===== src/rtl/bae_pkg.sv =====
package bae_pkg;
  localparam int LINK_W   = 27;
  localparam int POS_ENAB = 2;
  localparam int POS_SD   = 3;
  localparam int POS_WS   = 4;
  localparam int POS_SCK  = 5;
  localparam int POS_CSN  = 6;

  typedef enum logic {
    SRC_PIXEL  = 1'b0,
    SRC_TUNNEL = 1'b1
  } clk_src_e;

  typedef struct packed {
    logic sd;
    logic ws;
  } aud_bit_t;
endpackage


===== src/rtl/bae_strobe_gen.sv =====
module bae_strobe_gen
  import bae_pkg::*;
(
  input  logic              clk,
  input  logic              rst_n,
  input  logic              src_tunnel,
  input  logic [LINK_W-1:0] link_word,
  output logic              bit_strobe,
  output aud_bit_t          bit_val
);
  logic blank;
  logic sck_now;
  logic sck_hist_q, sck_hist_d;

  assign blank   = ~link_word[POS_ENAB];
  assign sck_now = link_word[POS_SCK];
  assign bit_val = '{sd: link_word[POS_SD], ws: link_word[POS_WS]};

  // clock history advances only on blanking words
  always_comb begin
    sck_hist_d = sck_hist_q;
    if (blank) sck_hist_d = sck_now;
  end

  always_ff @(posedge clk or negedge rst_n) begin
    if (!rst_n)     sck_hist_q <= 1'b0;
    else if (blank) sck_hist_q <= sck_hist_d;
  end

  always_comb begin
    bit_strobe = 1'b0;
    if (blank) begin
      if (src_tunnel) bit_strobe = sck_now & ~sck_hist_q;
      else            bit_strobe = ~link_word[POS_CSN];
    end
  end

  assert_active_hold_R2: assert property (@(posedge clk) disable iff (!rst_n)
    link_word[POS_ENAB] |=> $stable(sck_hist_q));
endmodule


===== src/rtl/bae_word_asm.sv =====
module bae_word_asm
  import bae_pkg::*;
#(
  parameter int WORD_W = 16
) (
  input  logic                  clk,
  input  logic                  rst_n,
  input  logic                  bit_strobe,
  input  aud_bit_t              bit_val,
  output logic                  pair_push,
  output logic [2*WORD_W-1:0]   pair_data
);
  localparam int CW = $clog2(WORD_W + 1);

  logic              have_ws_q, have_ws_d;
  logic              ws_last_q, ws_last_d;
  logic              armed_q,   armed_d;
  logic              chan_q,    chan_d;
  logic [CW-1:0]     cnt_q,     cnt_d;
  logic [WORD_W-1:0] sh_q,      sh_d;
  logic [WORD_W-1:0] left_q,    left_d;
  logic              lok_q,     lok_d;
  logic              word_done;

  always_comb begin
    have_ws_d = have_ws_q;
    ws_last_d = ws_last_q;
    armed_d   = armed_q;
    chan_d    = chan_q;
    cnt_d     = cnt_q;
    sh_d      = sh_q;
    left_d    = left_q;
    lok_d     = lok_q;
    word_done = 1'b0;
    pair_push = 1'b0;
    pair_data = {left_q, sh_q};
    if (bit_strobe) begin
      have_ws_d = 1'b1;
      ws_last_d = bit_val.ws;
      if (armed_q && (cnt_q < CW'(WORD_W))) begin
        sh_d  = {sh_q[WORD_W-2:0], bit_val.sd};
        cnt_d = cnt_q + 1'b1;
        word_done = (cnt_q == CW'(WORD_W - 1));
      end
      if (word_done) begin
        if (!chan_q) begin
          left_d = sh_d;
          lok_d  = 1'b1;
        end else if (lok_q) begin
          pair_push = 1'b1;
          pair_data = {left_q, sh_d};
          lok_d     = 1'b0;
        end
      end
      if (have_ws_q && (bit_val.ws != ws_last_q)) begin
        armed_d = 1'b1;
        chan_d  = bit_val.ws;
        cnt_d   = '0;
        if (!bit_val.ws) lok_d = 1'b0;
      end
    end
  end

  always_ff @(posedge clk or negedge rst_n) begin
    if (!rst_n) begin
      have_ws_q <= 1'b0;
      ws_last_q <= 1'b0;
      armed_q   <= 1'b0;
      chan_q    <= 1'b0;
      cnt_q     <= '0;
      sh_q      <= '0;
      left_q    <= '0;
      lok_q     <= 1'b0;
    end else if (bit_strobe) begin
      have_ws_q <= have_ws_d;
      ws_last_q <= ws_last_d;
      armed_q   <= armed_d;
      chan_q    <= chan_d;
      cnt_q     <= cnt_d;
      sh_q      <= sh_d;
      left_q    <= left_d;
      lok_q     <= lok_d;
    end
  end

  assert_cnt_bound_R6: assert property (@(posedge clk) disable iff (!rst_n)
    cnt_q <= CW'(WORD_W));
  assert_freeze_R9: assert property (@(posedge clk) disable iff (!rst_n)
    !bit_strobe |=> $stable(cnt_q) && $stable(sh_q));
  assert_pair_right_R7: assert property (@(posedge clk) disable iff (!rst_n)
    pair_push |-> chan_q && lok_q && armed_q);
endmodule


===== src/rtl/bae_fifo.sv =====
module bae_fifo #(
  parameter int DW    = 32,
  parameter int DEPTH = 8
) (
  input  logic          clk,
  input  logic          rst_n,
  input  logic          push,
  input  logic [DW-1:0] wdata,
  input  logic          pop,
  output logic [DW-1:0] rdata,
  output logic          empty,
  output logic [$clog2(DEPTH):0] level,
  output logic          overrun
);
  localparam int AW = $clog2(DEPTH);
  localparam int LW = AW + 1;

  logic [DW-1:0] mem [DEPTH];
  logic [LW-1:0] wp_q, wp_d, rp_q, rp_d;
  logic          ovr_q, ovr_d;
  logic          full, wr_en, rd_en;

  assign level = wp_q - rp_q;
  assign empty = (level == '0);
  assign full  = (level == LW'(DEPTH));
  assign wr_en = push & ~full;
  assign rd_en = pop & ~empty;
  assign rdata = mem[rp_q[AW-1:0]];
  assign overrun = ovr_q;

  always_comb begin
    wp_d  = wp_q + LW'(wr_en);
    rp_d  = rp_q + LW'(rd_en);
    ovr_d = ovr_q | (push & full);
  end

  always_ff @(posedge clk or negedge rst_n) begin
    if (!rst_n) begin
      wp_q  <= '0;
      rp_q  <= '0;
      ovr_q <= 1'b0;
    end else begin
      wp_q  <= wp_d;
      rp_q  <= rp_d;
      ovr_q <= ovr_d;
    end
  end

  always_ff @(posedge clk) begin
    if (wr_en) mem[wp_q[AW-1:0]] <= wdata;
  end

  assert_no_overflow_R10: assert property (@(posedge clk) disable iff (!rst_n)
    level <= LW'(DEPTH));
  assert_drop_full_R10: assert property (@(posedge clk) disable iff (!rst_n)
    full && push && !pop |=> level == LW'(DEPTH) && overrun);
  assert_overrun_sticky_R10: assert property (@(posedge clk) disable iff (!rst_n)
    overrun |=> overrun);
  assert_pop_empty_R11: assert property (@(posedge clk) disable iff (!rst_n)
    empty && !push |=> empty);
endmodule


===== src/rtl/blank_audio_extract.sv =====
module blank_audio_extract
  import bae_pkg::*;
#(
  parameter int WORD_W = 16,
  parameter int DEPTH  = 8,
  localparam int PAIR_W = 2 * WORD_W,
  localparam int LVL_W  = $clog2(DEPTH) + 1
) (
  input  logic              clk_pix,
  input  logic              rst_n,
  input  logic              clk_src,
  input  logic [LINK_W-1:0] link_word,
  input  logic              pop,
  output logic [PAIR_W-1:0] sample_pair,
  output logic              fifo_empty,
  output logic [LVL_W-1:0]  fifo_level,
  output logic              overrun
);
  logic [1:0]        rst_sync_q;
  logic              core_rst_n;
  logic              strobe;
  aud_bit_t          abit;
  logic              push;
  logic [PAIR_W-1:0] pair;

  always_ff @(posedge clk_pix or negedge rst_n) begin
    if (!rst_n) rst_sync_q <= 2'b00;
    else        rst_sync_q <= {rst_sync_q[0], 1'b1};
  end
  assign core_rst_n = rst_sync_q[1];

  bae_strobe_gen u_strobe (
    .clk        (clk_pix),
    .rst_n      (core_rst_n),
    .src_tunnel (clk_src == SRC_TUNNEL),
    .link_word  (link_word),
    .bit_strobe (strobe),
    .bit_val    (abit)
  );

  bae_word_asm #(.WORD_W(WORD_W)) u_asm (
    .clk        (clk_pix),
    .rst_n      (core_rst_n),
    .bit_strobe (strobe),
    .bit_val    (abit),
    .pair_push  (push),
    .pair_data  (pair)
  );

  bae_fifo #(.DW(PAIR_W), .DEPTH(DEPTH)) u_fifo (
    .clk     (clk_pix),
    .rst_n   (core_rst_n),
    .push    (push),
    .wdata   (pair),
    .pop     (pop),
    .rdata   (sample_pair),
    .empty   (fifo_empty),
    .level   (fifo_level),
    .overrun (overrun)
  );
endmodule


===== config.mk =====
export PLATFORM = sky130hd
export DESIGN_NAME = blank_audio_extract
export DESIGN_NICKNAME = d
export VERILOG_FILES = /design/src/rtl/bae_pkg.sv /design/src/rtl/bae_strobe_gen.sv /design/src/rtl/bae_word_asm.sv /design/src/rtl/bae_fifo.sv /design/src/rtl/blank_audio_extract.sv
export SDC_FILE = /design/constraint.sdc
export NUM_CORES = 1
export LEC_CHECK = 0
export ABC_AREA = 1
export ABC_CLOCK_PERIOD_IN_PS = 4690
export BUFFER_PORTS_ARGS = -buffer_cell sky130_fd_sc_hd__buf_2
export CAP_MARGIN = 20
export CORE_MARGIN = 10
export CORE_UTILIZATION = 65
export CTS_BUF_LIST = sky130_fd_sc_hd__clkbuf_8
export DETAILED_ROUTE_END_ITERATION = 7
export GPL_TIMING_DRIVEN = 0
export PLACE_DENSITY = 0.95
export SKIP_CTS_REPAIR_TIMING = 1
export SLEW_MARGIN = 20
export SYNTH_ARGS = -nofsm -noshare
export SYNTH_HDL_FRONTEND = slang
export SYNTH_SLANG_ARGS = --single-unit

===== constraint.sdc =====
create_clock -name clk_pix -period 4.69 [get_ports clk_pix]
set_input_delay 0.2345 -clock clk_pix [delete_from_list [all_inputs] [get_ports clk_pix]]
set_output_delay 0.2345 -clock clk_pix [all_outputs]
set_load 0.005 [all_outputs]

* After elaboration in Yosys (flattened, before gate mapping)
Memory sizes are Yosys's and may differ from the RTL's.
Index checks and enable logic that the tools add are counted.
** Storage, ports and cells
- Flip-flop bits (word level) :: 54
- Bits in latches :: 0
- Memory bits (writable) :: 256
- ROM bits :: 0
- Bits of input ports :: 31
- Output and inout port bits :: 38
- Logic and storage cells :: 60
- Memories kept :: 1
** Cells by class
- $add $sub $neg :: 4
- $mul :: 0
- Divide/modulo/power cells :: 0
- Order comparisons :: 1
- Equal/unequal tests :: 3
- Shift operators :: 0
- Multiplexer cells :: 21
- Bitwise logic cells :: 10
- Reductions and logical operators :: 7
** Memory list
- u_fifo.mem :: depth 8, width 32, rd ports 1, clocked after Yosys merged registers in 0, wr ports 1, line bae_fifo.sv:18 : logic [DW-1:0] mem [DEPTH];
** Operator list (count)
- 2-to-1 mux 16 bit :: 5
- 2-to-1 mux 1 bit :: 14
- 2-to-1 mux 5 bit :: 2
- adder 4 x 1 -> 4 bit :: 2
- adder 5 x 1 -> 5 bit, second input constant :: 1
- == test 5 x 4 -> 1 bit, second input constant :: 1
- less-than comparator 5 bit, second input constant :: 1
- NOT 1 bit :: 5
- bitwise AND 1 bit :: 4
- == test 4 bit, second input constant :: 1
- zero test 4 bit :: 1
- AND reduction 2 bit :: 2
- subtractor 4 bit :: 1
- AND reduction 3 bit :: 1
- logical AND 1 bit :: 2
- nonzero test 2 bit :: 1
- inequality test 1 bit :: 1
- bitwise OR 1 bit :: 1

* Logic depth before layout (Yosys ltp)
Gate-level depths: netlist of run 1.
- Word-level depth :: 10
- Depth in mapped cells :: 14
- Mapped depth without buffers :: 14

* Cells and area by module
From an unflattened synthesis of run 1, not the netlist that was laid out.
** Second synthesis, totals
- Cell total of the unflattened synthesis :: 1084
- Area total of the unflattened synthesis :: 12754.7 um2
** By module, submodules not included
- bae_fifo :: instances 1, cells each 799, area an instance 10523.8 um2, seq. area each 7912.6 um2
- bae_word_asm :: instances 1, cells each 270, area an instance 2100.8 um2, seq. area each 1051.0 um2
- bae_strobe_gen :: instances 1, cells each 12, area an instance 76.3 um2, seq. area each 25.0 um2
- blank_audio_extract :: instances 1, cells each 3, area an instance 53.8 um2, seq. area each 50.0 um2

* Least setup slack after synthesis of run 1
No wires, ideal clock.
- Kind :: flip-flop to flip-flop
- Start point :: reg u_fifo.rp_q[1]
- End point :: mem u_fifo.mem[0][0], enable pin
- Setup time :: 421 ps
- Data arrival time :: 3077 ps
- Required time :: 4269 ps
- Path slack :: 1192 ps
- Cell stages (with the launch flop) :: 12
- Path buffers :: 2
- Clock period less this slack :: 3498 ps
- Cell sequence :: dfrtp_1 > inv_2 > buf_4 > clkbuf_1 > fa_1 > nand2_1 > inv_1 > nor2_1 > nor2_1 > nand3_1 > nand2_2 > nor2_1
** On the way
- Cells in the longest elaborated chain, start to end :: 6
** Ends and longest elaborated chain
- start, declared :: line bae_fifo.sv:19 : logic [LW-1:0] wp_q, wp_d, rp_q, rp_d;
- start signal, assigned :: line bae_fifo.sv:44 : rp_q <= rp_d;
- subtractor 4 bit :: line bae_fifo.sv:23 : assign level = wp_q - rp_q;
- via fifo_level[2] :: line blank_audio_extract.sv:16 : output logic [LVL_W-1:0] fifo_level,
- == test 4 bit :: line bae_fifo.sv:25 : assign full = (level == LW'(DEPTH));
- NOT 1 bit :: line bae_fifo.sv:26 : assign wr_en = push & ~full;
- bitwise AND 1 bit :: line bae_fifo.sv:26
- 2-to-1 mux 1 bit :: line bae_fifo.sv:50 : if (wr_en) mem[wp_q[AW-1:0]] <= wdata;
- 2-to-1 mux 1 bit (implied by the code) :: line bae_fifo.sv:50
- end, declared :: line bae_fifo.sv:18
The timed path passes the listed nets, and every way through them passes these cells.

* Final worst setup path of run 1
- Start point :: reg u_fifo.rp_q[2]
- End point :: mem u_fifo.mem[2][18], enable pin
** On the way
- Cells in the longest elaborated chain, start to end :: 6
** Ends and longest elaborated chain (line)
- subtractor 4 bit :: bae_fifo.sv:23
- == test 4 bit :: bae_fifo.sv:25
- NOT 1 bit :: bae_fifo.sv:26
- bitwise AND 1 bit :: bae_fifo.sv:26
- 2-to-1 mux 1 bit :: bae_fifo.sv:50
- 2-to-1 mux 1 bit (implied by the code) :: bae_fifo.sv:50
No other way between the ends.

==> flow_summary.toml, run 1 <==
[outcome]
violations = "DRC, hold timing"
status = "finished, violations left"

[synthesis]
ys_ff_latch = 310
synth.top_cell.area_share = 0.602
synthMuxAreaShare = 0
synth_compound_area_frac = 0.103
yosys-top-cells-area = "edfxtp_1 (60%), dfrtp_1 (11%), nand2_1 (6.7%), o21ai_0 (6.1%), nor2_1 (4.2%)"
yosysUniqueCellTypes = 29
synthSimpleGateAreaFrac = 0.130
synth_area_sq_um = 12800
synth-xor-area-share = 0.00343
synth_top_area_cell = "edfxtp_1"
synth.avg_cell_area_sq_um = 11.7
yosys.area_share.adder = 0.0104
ys_warn_count = 0
synth_seq_area_share = 0.708
synthesis.nets = 1129
netlist_instances = 1088
synth_top_family_by_area = "simple AND/OR/NAND/NOR gates"

[critical_path]
r2r-end = "u_fifo.mem[2][18]$_DFFE_PP_"
crit_arrival_ns = 4.17
cp_max_fo = 21
end_kind = "register"
crit_type = "register to register"
cp.required_ns = 4.95
regToRegStartpoint = "u_fifo.rp_q[2]$_DFF_PN0_"
start_kind = "register"
worst-r2r-setup-slack_ns = 0.77
r2r_cells = 10

[floorplan]
start_util = 0.658
io_pins = 69
die_h_um = 160
rows = 51
coreArea_sq_um = 19400
die_width_um = 160
dieArea_sq_um = 25600

[timing]
worst_clock_skew_ns = 0.0241
rsz0062_at_grt = "no"
slew_headroom = 0.163
setup_viol = 0
holdWs_ns = -0.0165
slew_violations = 0
post-route-min-period_ns = 3.92
report.final.hold_viol_count = 3
fmax_mhz = 255
period_share = 0.835
tns_ns = 0
tightest_slew_ns = 1.24

[cts]
cts_buffer_depth = 3
cts_tree = "built"
clkSlewWorstSetupHoldPaths_ns = 0.07
cts.sinks = 310
numCtsBuffers = 48
root_buffer = "clkbuf_8"
clk_latency_ns = 0.57
h-tree-depth = 2

[detailed_routing]
vias_per_cell = 6.54
num_vias = 9776
dr.pass1.iters = 8
routedWlPerCell_um = 24.0
drc = 12
detail-route-antenna-nets = 0
routed_wl_um = 36000
drt_iter0_markers = 1749

[placed_design]
place.port_buffers = 46
hpwl_um = 21500
gp_congestion = 0.903
place_area_sq_um = 13600
post-place-cells = 1407

[finish]
syn_to_final_growth_pct = 14.0
final_layout_size_suffix_gt1_frac = 0.145
nNetsFinal = 1236
n_antenna_cell = 0
instances_no_fill = 1495
final_area_sq_um = 14600

[grt]
grt_max_degree = 53
antenna_found_initial = 0
grt_pass1_wl_um = 55000
grt_pass1_vias = 9892
grt_usage = 0.273
grt_overflow_total = 0

[power]
fin_total_pwr_mw = 8.57
ir_worst_vdd_mv = 0.295
power_density_nw_per_um2 = 589
p_leak_nw = 5.46

[min_path]
hold_end = "u_asm.ws_last_q$_DFFE_PN0N_"
hold_depth = 3
min_from = "link_word[4]"
hold_path_class = "input port to register"

[flow_run]
max_cap_violations = 0
[layout make-up]
type | instances | area (sq um)
clock buffer | 58 | 798
buffer | 62 | 399
tap | 265 | 332
clock inverter | 27 | 119
sequential | 310 | 9040
timing repair buffer | 57 | 473
inverter | 46 | 173
fill | 1046 | 4840
multi-input combinational | 670 | 3220
[worst max-delay path by stage]
stage | startpoint | endpoint | slack, ns | depth (start not counted)
after floorplan | u_fifo.rp_q[1]$_DFF_PN0_ | u_fifo.mem[0][0]$_DFFE_PP_ | 1.19 | 11
after global placement | u_fifo.rp_q[2]$_DFF_PN0_ | u_fifo.mem[0][8]$_DFFE_PP_ | -0.53 | 9
after CTS | u_fifo.rp_q[2]$_DFF_PN0_ | u_fifo.mem[2][18]$_DFFE_PP_ | 0.88 | 10
after global routing | u_fifo.rp_q[2]$_DFF_PN0_ | u_fifo.mem[1][19]$_DFFE_PP_ | 0.60 | 10
final | u_fifo.rp_q[2]$_DFF_PN0_ | u_fifo.mem[2][18]$_DFFE_PP_ | 0.77 | 10
after detailed placement | u_fifo.rp_q[2]$_DFF_PN0_ | u_fifo.mem[2][7]$_DFFE_PP_ | 0.93 | 10
[Yosys cell counts]
cell type / instances
nand4_1: 4
or2_2: 2
nor2_8: 2
o21ai_1: 24
clkbuf_1: 24
buf_6: 16
o21ai_0: 156
nand2_2: 2
inv_1: 42
a21oi_1: 4
dfrtp_1: 54
buf_1: 5
inv_2: 4
o22ai_1: 64
nand3_4: 2
nor2_4: 1
nor2_1: 143
buf_4: 10
ha_1: 9
edfxtp_1: 256
nand3_2: 2
conb_1: 1
xor2_1: 5
buf_2: 7
nand3_1: 19
fa_1: 1
nand2_4: 1
nor3_1: 1
nand2_1: 227
[critical path, stage by stage (launching register included)]
cell     delay [ns]
dfrtp_1        0.36
buf_2          0.22
inv_1          0.25
buf_1          0.61
ha_1           0.39
a21oi_1        0.27
nand3_1        0.11
nand3_1        0.11
nand2_2        0.25
nor2_4         0.77
buf_16         0.24
[kinds of logic after synthesis]
group,Yosys count
AO/OA/AOI/OAI,248
flip-flops,310
adder cells (fa/ha/maj),10
XOR/XNOR,5
AND/OR/NAND/NOR,406
buffers and inverters,108
other,1
[placed cells by master (no fill, tap or decap)]
cell type      count
nor2_8             2
a21oi_1            4
dlygate4sd3_1      3
buf_12             1
clkinv_1           4
fa_1               1
nor3_1             1
xor2_1             5
dfrtp_4            1
inv_2              4
nand2_1          227
inv_1             57
ha_1               9
nand3_1           19
nor2_4             9
clkbuf_1          24
nand3_4            2
o21ai_0          152
nand3_2            2
clkinv_2           5
nand2_2            2
clkbuf_8          58
or2_2              2
buf_2             53
nand4_1            4
dfrtp_1           53
buf_4             10
o21ai_1           28
nand2_4            1
edfxtp_1         256
buf_6             16
nor2_1           135
buf_1              5
clkinvlp_4         3
conb_1             1
buf_16             7
o22ai_1           64
[power by group]
group | leakage (nW) | internal, mW | switching (mW)
combinational | 2.00 | 0.922 | 2.16
sequential | 2.94 | 3.22 | 0.103
clock | 0.523 | 1.12 | 1.05
total | 5.46 | 5.26 | 3.31
[per-layer routing]
layer / GRT usage / share of wire
met1: 0.317 / 0.32
met2: 0.438 / 0.46
met3: 0.0835 / 0.15
met4: 0.167 / 0.066
met5: 0 / 0
[flip-flops by register name, indices dropped and copies added (netlist names)]
register,flops
rst_sync_q,2
u_asm.left_q,16
u_fifo.wp_q,4
u_asm.armed_q,1
u_fifo.overrun,1
u_asm.sh_q,16
u_strobe.sck_hist_q,1
u_asm.ws_last_q,1
u_fifo.mem,256
u_asm.lok_q,1
u_asm.cnt_q,5
u_fifo.rp_q,4
u_asm.have_ws_q,1
u_asm.chan_q,1
[metrics by stage]
step	hold slack, ns	worst slack (ns)	utilization
3_3_place_gp	0.0204	-0.527	0.687
3_5_place_dp	0.0222	0.932	0.701
2_1_floorplan	-0.0611	1.19	-
6_report	-0.0165	0.773	0.750
5_1_grt	0.0118	0.601	0.750
4_1_cts	-0.560	0.881	0.749
(Power assumes the default switching activity.)
==> run 2, diff against run 1 <==
Settings changed: ABC_AREA 1 to 0, ABC_CLOCK_PERIOD_IN_PS 4690 to 4000, CORE_UTILIZATION 65 to 63, PLACE_DENSITY 0.95 to 0.93.
Clock period 4.69 ns to 4 ns, I/O delays scaled along.
==> run 2 against run 1 <==
  * The run now ends clean
  * Sequential power is 18% higher
  * Utilization down 1.1 points
  * Sequential share of layout area up 1.2 points
  * Sequential cell count did not move
  * Fmax shrank 1.4%
  * Cell count decreased by 24%
  * Synthesized cell count is 36% lower
  * Setup slack got worse by 0.74 ns
  * Critical endpoint is now u_fifo.mem[2][17]$_DFFE_PP_
  * Largest cell class unchanged
  * Largest power group unchanged
==> flow_summary.toml, run 2 <==
[finish]
final_layout_size_suffix_gt1_frac = 0.315
largest_reg_flops = 256
layout_commonest_cell = "edfxtp_1"
syn_to_final_growth_pct = 16.1
regArea_sq_um = 9040
instances_no_fill = 1129
multi_input_area_sq_um = 3190
n_antenna_cell = 0
postLayoutCoreUtil = 0.739
nFillCells = 1000
nNetsFinal = 869
layout_common_cells = "edfxtp_1 (256), nand2_1 (141), mux4_2 (64)"

[min_path]
hold_depth = 3
hold_path_class = "input port to register"

[timing]
report.final.hold_viol_count = 0
slew_violations = 0
setup_viol = 0
slew_headroom = 0.484
worst_clock_skew_ns = 0.0212
post-route-min-period_ns = 3.97
tns_ns = 0
period_share = 0.993
setup_slack_ns = 0.0276
tightest_slew_ns = 0.774
fmax_mhz = 252

[critical_path]
crit_slowest_cell = "buf_1"
end_kind = "register"
cp_max_fo = 11
crit_type = "register to register"
crit_family = "buffers and inverters"
crit_buf_inv = 6
critPathMaxStageDelay_ns = 0.58
worst-r2r-setup-slack_ns = 0.03
worstPathCellList = "clkbuf_1 -> inv_1 -> buf_1 -> ha_1 -> a21oi_1 -> and3_1 -> nor3_4 -> buf_12 -> nor4_4 -> buf_6 -> buf_4"
r2r_cells = 11
start_kind = "register"
cp.required_ns = 4.24
crit_arrival_ns = 4.21
worstSetupPathDepth = 11

[grt]
grt_usage = 0.227
grt_pass1_vias = 7368
antenna_found_initial = 0
grt_max_degree = 53
grt_pass1_wl_um = 44600
grt_overflow_total = 0

[floorplan]
die_h_um = 160
die_width_um = 160
rows = 51
coreArea_sq_um = 19300
io_pins = 69
start_util = 0.636
dieArea_sq_um = 25500

[cts]
h-tree-depth = 2
cts_tree = "built"
numCtsBuffers = 46
clkSlewWorstSetupHoldPaths_ns = 0.07
cts.sinks = 310
cts_buffer_depth = 3
clk_latency_ns = 0.57
root_buffer = "clkbuf_8"

[synthesis]
synth_seq_area_share = 0.735
synth_top_area_cell = "edfxtp_1"
synth_edf_count = 256
synth.avg_cell_area_sq_um = 17.8
netlist_instances = 692
ys_ff_latch = 310
yosys-top-cells-area = "edfxtp_1 (62%), mux4_2 (12%), dfrtp_1 (11%), nand2_1 (4.3%), mux2_2 (3.0%)"
netlist_top_cells_count = "edfxtp_1 (256), nand2_1 (141), mux4_2 (64)"
synth_area_sq_um = 12300
yosysUniqueCellTypes = 44
async_flop_share = 0.174
synth_most_common_cell = "edfxtp_1"
synthesis.nets = 733
ys_warn_count = 0
synthFlopType = "edfxtp_1"
synth.top_cell.area_share = 0.625

[power]
p_leak_nw = 5.37
clkPwrFrac = 0.274
p_sw_frac = 0.318
internal-power_mw = 6.11
ir_worst_vdd_mv = 0.390
p_comb_frac = 0.290
fin_total_pwr_mw = 8.96
p_switching_mw = 2.85
seqPwrFrac = 0.436
power_density_nw_per_um2 = 627

[detailed_routing]
detail-route-antenna-nets = 0
vias_per_cell = 6.39
drc = 0
routed_wl_um = 29300
dr.pass1.iters = 6
drt_iter0_markers = 915
num_vias = 7209
routedWlPerCell_um = 25.9

[flow_run]
max_cap_violations = 0

[placed_design]
gp_congestion = 0.866
dp_slack_ns = -0.484
place.port_buffers = 46
post-place-cells = 1030
hpwl_um = 17900

[outcome]
status = "complete, no violations"
==> run 2: cell types whose count changed in the layout (fill, tap and decap cells not counted), sizes merged, moves of 4 or more <==
cell    before  now
nor4         0    6
nand2      230  141
inv         61   28
mux2         0   34
mux4         0   64
o21ai      180    0
nand3b       0    4
buf         92   98
clkbuf      82   70
nor2       146   23
a31oi        0   17
nand3       23    3
o22ai       64    2
==> run 2: final cells by class <==
class / count / area share
flip-flops and latches: 310 / 0.633
multi-input cells: 340 / 0.223
clock buffers: 55 / 0.0530
repair buffers: 88 / 0.0456
well taps: 265 / 0.0232
plain buffers: 31 / 0.0107
clock inverters: 29 / 0.00841
inverters: 11 / 0.00289
==> run 2: per-stage QoR <==
| step | area [sq um] | hold slack, ns |
|---|---|---|
| 5_1_grt | 14300 | 0.0385 |
| 3_3_place_gp | 12900 | -0.0149 |
| 6_report | 14300 | 0.0325 |
| 3_5_place_dp | 13300 | -0.0121 |
| 4_1_cts | 14100 | -0.589 |
| 2_1_floorplan | 12300 | -0.0956 |
==> run 2: path summary, 6_finish.rpt <==
check	from	endpoint
worst max-delay path	u_fifo.rp_q[2]$_DFF_PN0_	u_fifo.mem[2][17]$_DFFE_PP_
worst min-delay path	pop	u_fifo.rp_q[0]$_DFF_PN0_
worst max register to register	u_fifo.rp_q[2]$_DFF_PN0_	u_fifo.mem[2][17]$_DFFE_PP_
worst min register to register	rst_sync_q[0]$_DFF_PN0_	rst_sync_q[1]$_DFF_PN0_
max in group asynchronous	rst_sync_q[1]$_DFF_PN0_	u_asm.sh_q[10]$_DFFE_PN0N_
min in group asynchronous	rst_sync_q[1]$_DFF_PN0_	u_asm.left_q[13]$_DFFE_PN0P_
==> run 2: worst min-delay path, stage by stage <==
cell and delay (ns):
buf_2 0.08, o21a_1 0.13, ha_1 0.14
==> run 2: power by group through the flow <==
| stage | combinational (mW) | clock, mW | sequential (mW) |
|---|---|---|---|
| global route | 2.82 | 2.60 | 3.92 |
| CTS | 2.56 | 2.47 | 3.90 |
| detailed placement | 2.50 | 0 | 3.96 |
| finish | 2.60 | 2.45 | 3.91 |
| floorplan | 1.67 | 0 | 3.89 |
| global placement | 2.38 | 0 | 3.94 |
==> run 2: logic make-up after synthesis <==
kind of cell	synth area share
adders and majority gates	0.0108
and+or+nand+nor	0.0668
buffers and inverters	0.0156
muxes	0.149
xor gates and xnor gates	0.00498
AOI/OAI and AO/OA	0.0176
DFF	0.735
other	0.000305
==> run 2: routing by layer <==
| metal | GRT usage | wire, um | part of all wire | vias up |
|---|---|---|---|---|
| met1 | 0.298 | 10700 | 0.36 | 3630 |
| li1 | - | - | - | 2933 |
| met4 | 0.0927 | 1090 | 0.037 | 0 |
| met2 | 0.366 | 14600 | 0.50 | 539 |
| met5 | 0 | 0 | 0 | - |
| met3 | 0.0463 | 2930 | 0.10 | 107 |
==> run 3, diff against run 2 <==
Settings changed: ABC_CLOCK_PERIOD_IN_PS 4000 to 3700.
Clock period 4 ns to 3.7 ns, I/O delays scaled along.
==> run 3 against run 2 <==
  * Cell count unchanged
  * Sequential share of layout area down 0.055 points
  * Register-to-register slack better by 0.06 ns
  * Global-route usage unchanged
  * First-iteration DRC count up 7.5%
==> flow_summary.toml, run 3 (synthesized netlist as in run 2, its figures left out) <==
[detailed_routing]
dr.pass1.iters = 6
routedWlPerCell_um = 25.9
vias_per_cell = 6.36
routed_wl_um = 29300
drt_iter0_markers = 984
detail-route-antenna-nets = 0
num_vias = 7181
drc = 0

[critical_path]
regToRegStartpoint = "u_fifo.rp_q[1]$_DFF_PN0_"
crit_slowest_cell = "dfrtp_1"
start_kind = "register"
r2r-end = "u_fifo.mem[5][14]$_DFFE_PP_"
critPathMaxStageDelay_ns = 0.49
startpoint = "u_fifo.rp_q[1]$_DFF_PN0_"
crit_type = "register to register"
end_kind = "register"
cp.required_ns = 3.96
r2r_cells = 12
cp_max_fo = 10
worst-r2r-setup-slack_ns = 0.09
crit_path_frequent_cell = "buf_6"
crit_arrival_ns = 3.88
endpoint = "u_fifo.mem[5][14]$_DFFE_PP_"
worstPathCellList = "clkbuf_4 -> clkbuf_4 -> inv_1 -> fa_1 -> xor2_1 -> or3_1 -> nor3_4 -> buf_12 -> nor4_4 -> buf_6 -> buf_6 -> buf_6"

[timing]
report.final.hold_viol_count = 0
slew_headroom = 0.472
tightest_slew_ns = 0.792
post-route-min-period_ns = 3.61
fmax_mhz = 277
worst_clock_skew_ns = 0.0218
rsz0062_at_grt = "no"
slew_violations = 0
period_share = 0.976
holdWs_ns = 0.0252
setup_viol = 0

[finish]
layout_common_cells = "edfxtp_1 (256), nand2_1 (141), mux4_2 (64)"
nFillCells = 1003
postLayoutCoreUtil = 0.740
syn_to_final_growth_pct = 16.2
layout_commonest_cell = "edfxtp_1"
nNetsFinal = 869
instances_no_fill = 1129
largest_reg_flops = 256
n_antenna_cell = 0
final_layout_size_suffix_gt1_frac = 0.317

[grt]
grt_util_met1 = 0.298
grt_max_degree = 53
grt_pass1_wl_um = 44600
use_met3 = 0.0463
met2_usage = 0.366
antenna_found_initial = 0
grt_overflow_total = 0
gr-max-usage-layer = "met2"
grt_usage = 0.227
grt_pass1_vias = 7368

[cts]
clkSlewWorstSetupHoldPaths_ns = 0.07
numCtsBuffers = 46
cts.sinks = 310
cts_tree = "built"
h-tree-depth = 2
root_buffer = "clkbuf_8"
cts_buffer_depth = 3
clk_latency_ns = 0.56

[power]
fin_total_pwr_mw = 9.68
power_density_nw_per_um2 = 677
ir_worst_vdd_mv = 0.424
p_leak_nw = 5.38

[floorplan]
die_h_um = 160
coreArea_sq_um = 19300
dieArea_sq_um = 25500
start_util = 0.636
die_width_um = 160
rows = 51
io_pins = 69

[outcome]
status = "complete, no violations"

[placed_design]
place.port_buffers = 46
post-place-cells = 1030
gp_congestion = 0.866
hpwl_um = 17900

[flow_run]
max_cap_violations = 0

[min_path]
hold_path_class = "input port to register"
-- run 3: how the worst min path moves through the flow --
| stage | to | slack [ns] | from | depth (start not counted) |
|---|---|---|---|---|
| after global placement | rst_sync_q[0]$_DFF_PN0_ | -0.03 | rst_n | 1 |
| after CTS | rst_sync_q[1]$_DFF_PN0_ | -0.60 | rst_n | 1 |
| after detailed placement | rst_sync_q[0]$_DFF_PN0_ | -0.03 | rst_n | 1 |
| final | u_fifo.rp_q[0]$_DFF_PN0_ | 0.03 | pop | 3 |
| after global routing | u_fifo.rp_q[0]$_DFF_PN0_ | 0.02 | pop | 3 |
| after floorplan | rst_sync_q[0]$_DFF_PN0_ | -0.11 | rst_n | 0 |
-- run 3: layout make-up --
class | count | area [sq um] | share of cell area
Timing Repair Buffer | 90 | 667 | 0.0466
Clock buffer | 55 | 757 | 0.0529
Multi-Input combinational cell | 340 | 3190 | 0.223
Buffer | 29 | 150 | 0.0105
Inverter | 11 | 41.3 | 0.00289
Clock inverter | 29 | 120 | 0.00840
Sequential cell | 310 | 9040 | 0.632
Tap cell | 265 | 332 | 0.0232
-- run 3: worst max-delay path, delay by kind of cell, from the launching register on --
family / cells / cell delay (ns)
buf+inv: 7 / 1.52
simple gates: 3 / 0.67
flops: 1 / 0.49
fa+ha+maj: 1 / 0.44
xor+xnor: 1 / 0.18
-- run 3: routing by layer --
metal  vias up  wire length [um]
met5         -                 0
met4         0              1090
met3       102              2910
met2       544             14700
met1      3608             10500
li1       2927                 -
-- run 3: through the flow --
step	setup TNS [ns]	area, sq um	setup WS (ns)
after floorplan	-150.68	12300	-0.659
final	0	14300	0.0871
after CTS	-168.54	14100	-0.866
after detailed placement	-151.17	13300	-0.784
after global routing	0	14300	0.0119
after global placement	-707.52	12900	-3.05
-- run 3: report_power, final --
group	internal (mW)	total, mW	leakage [nW]	switching, mW
registers	4.02	4.24	3.08	0.224
logic	1.24	2.79	1.79	1.55
clock network	1.35	2.64	0.517	1.29
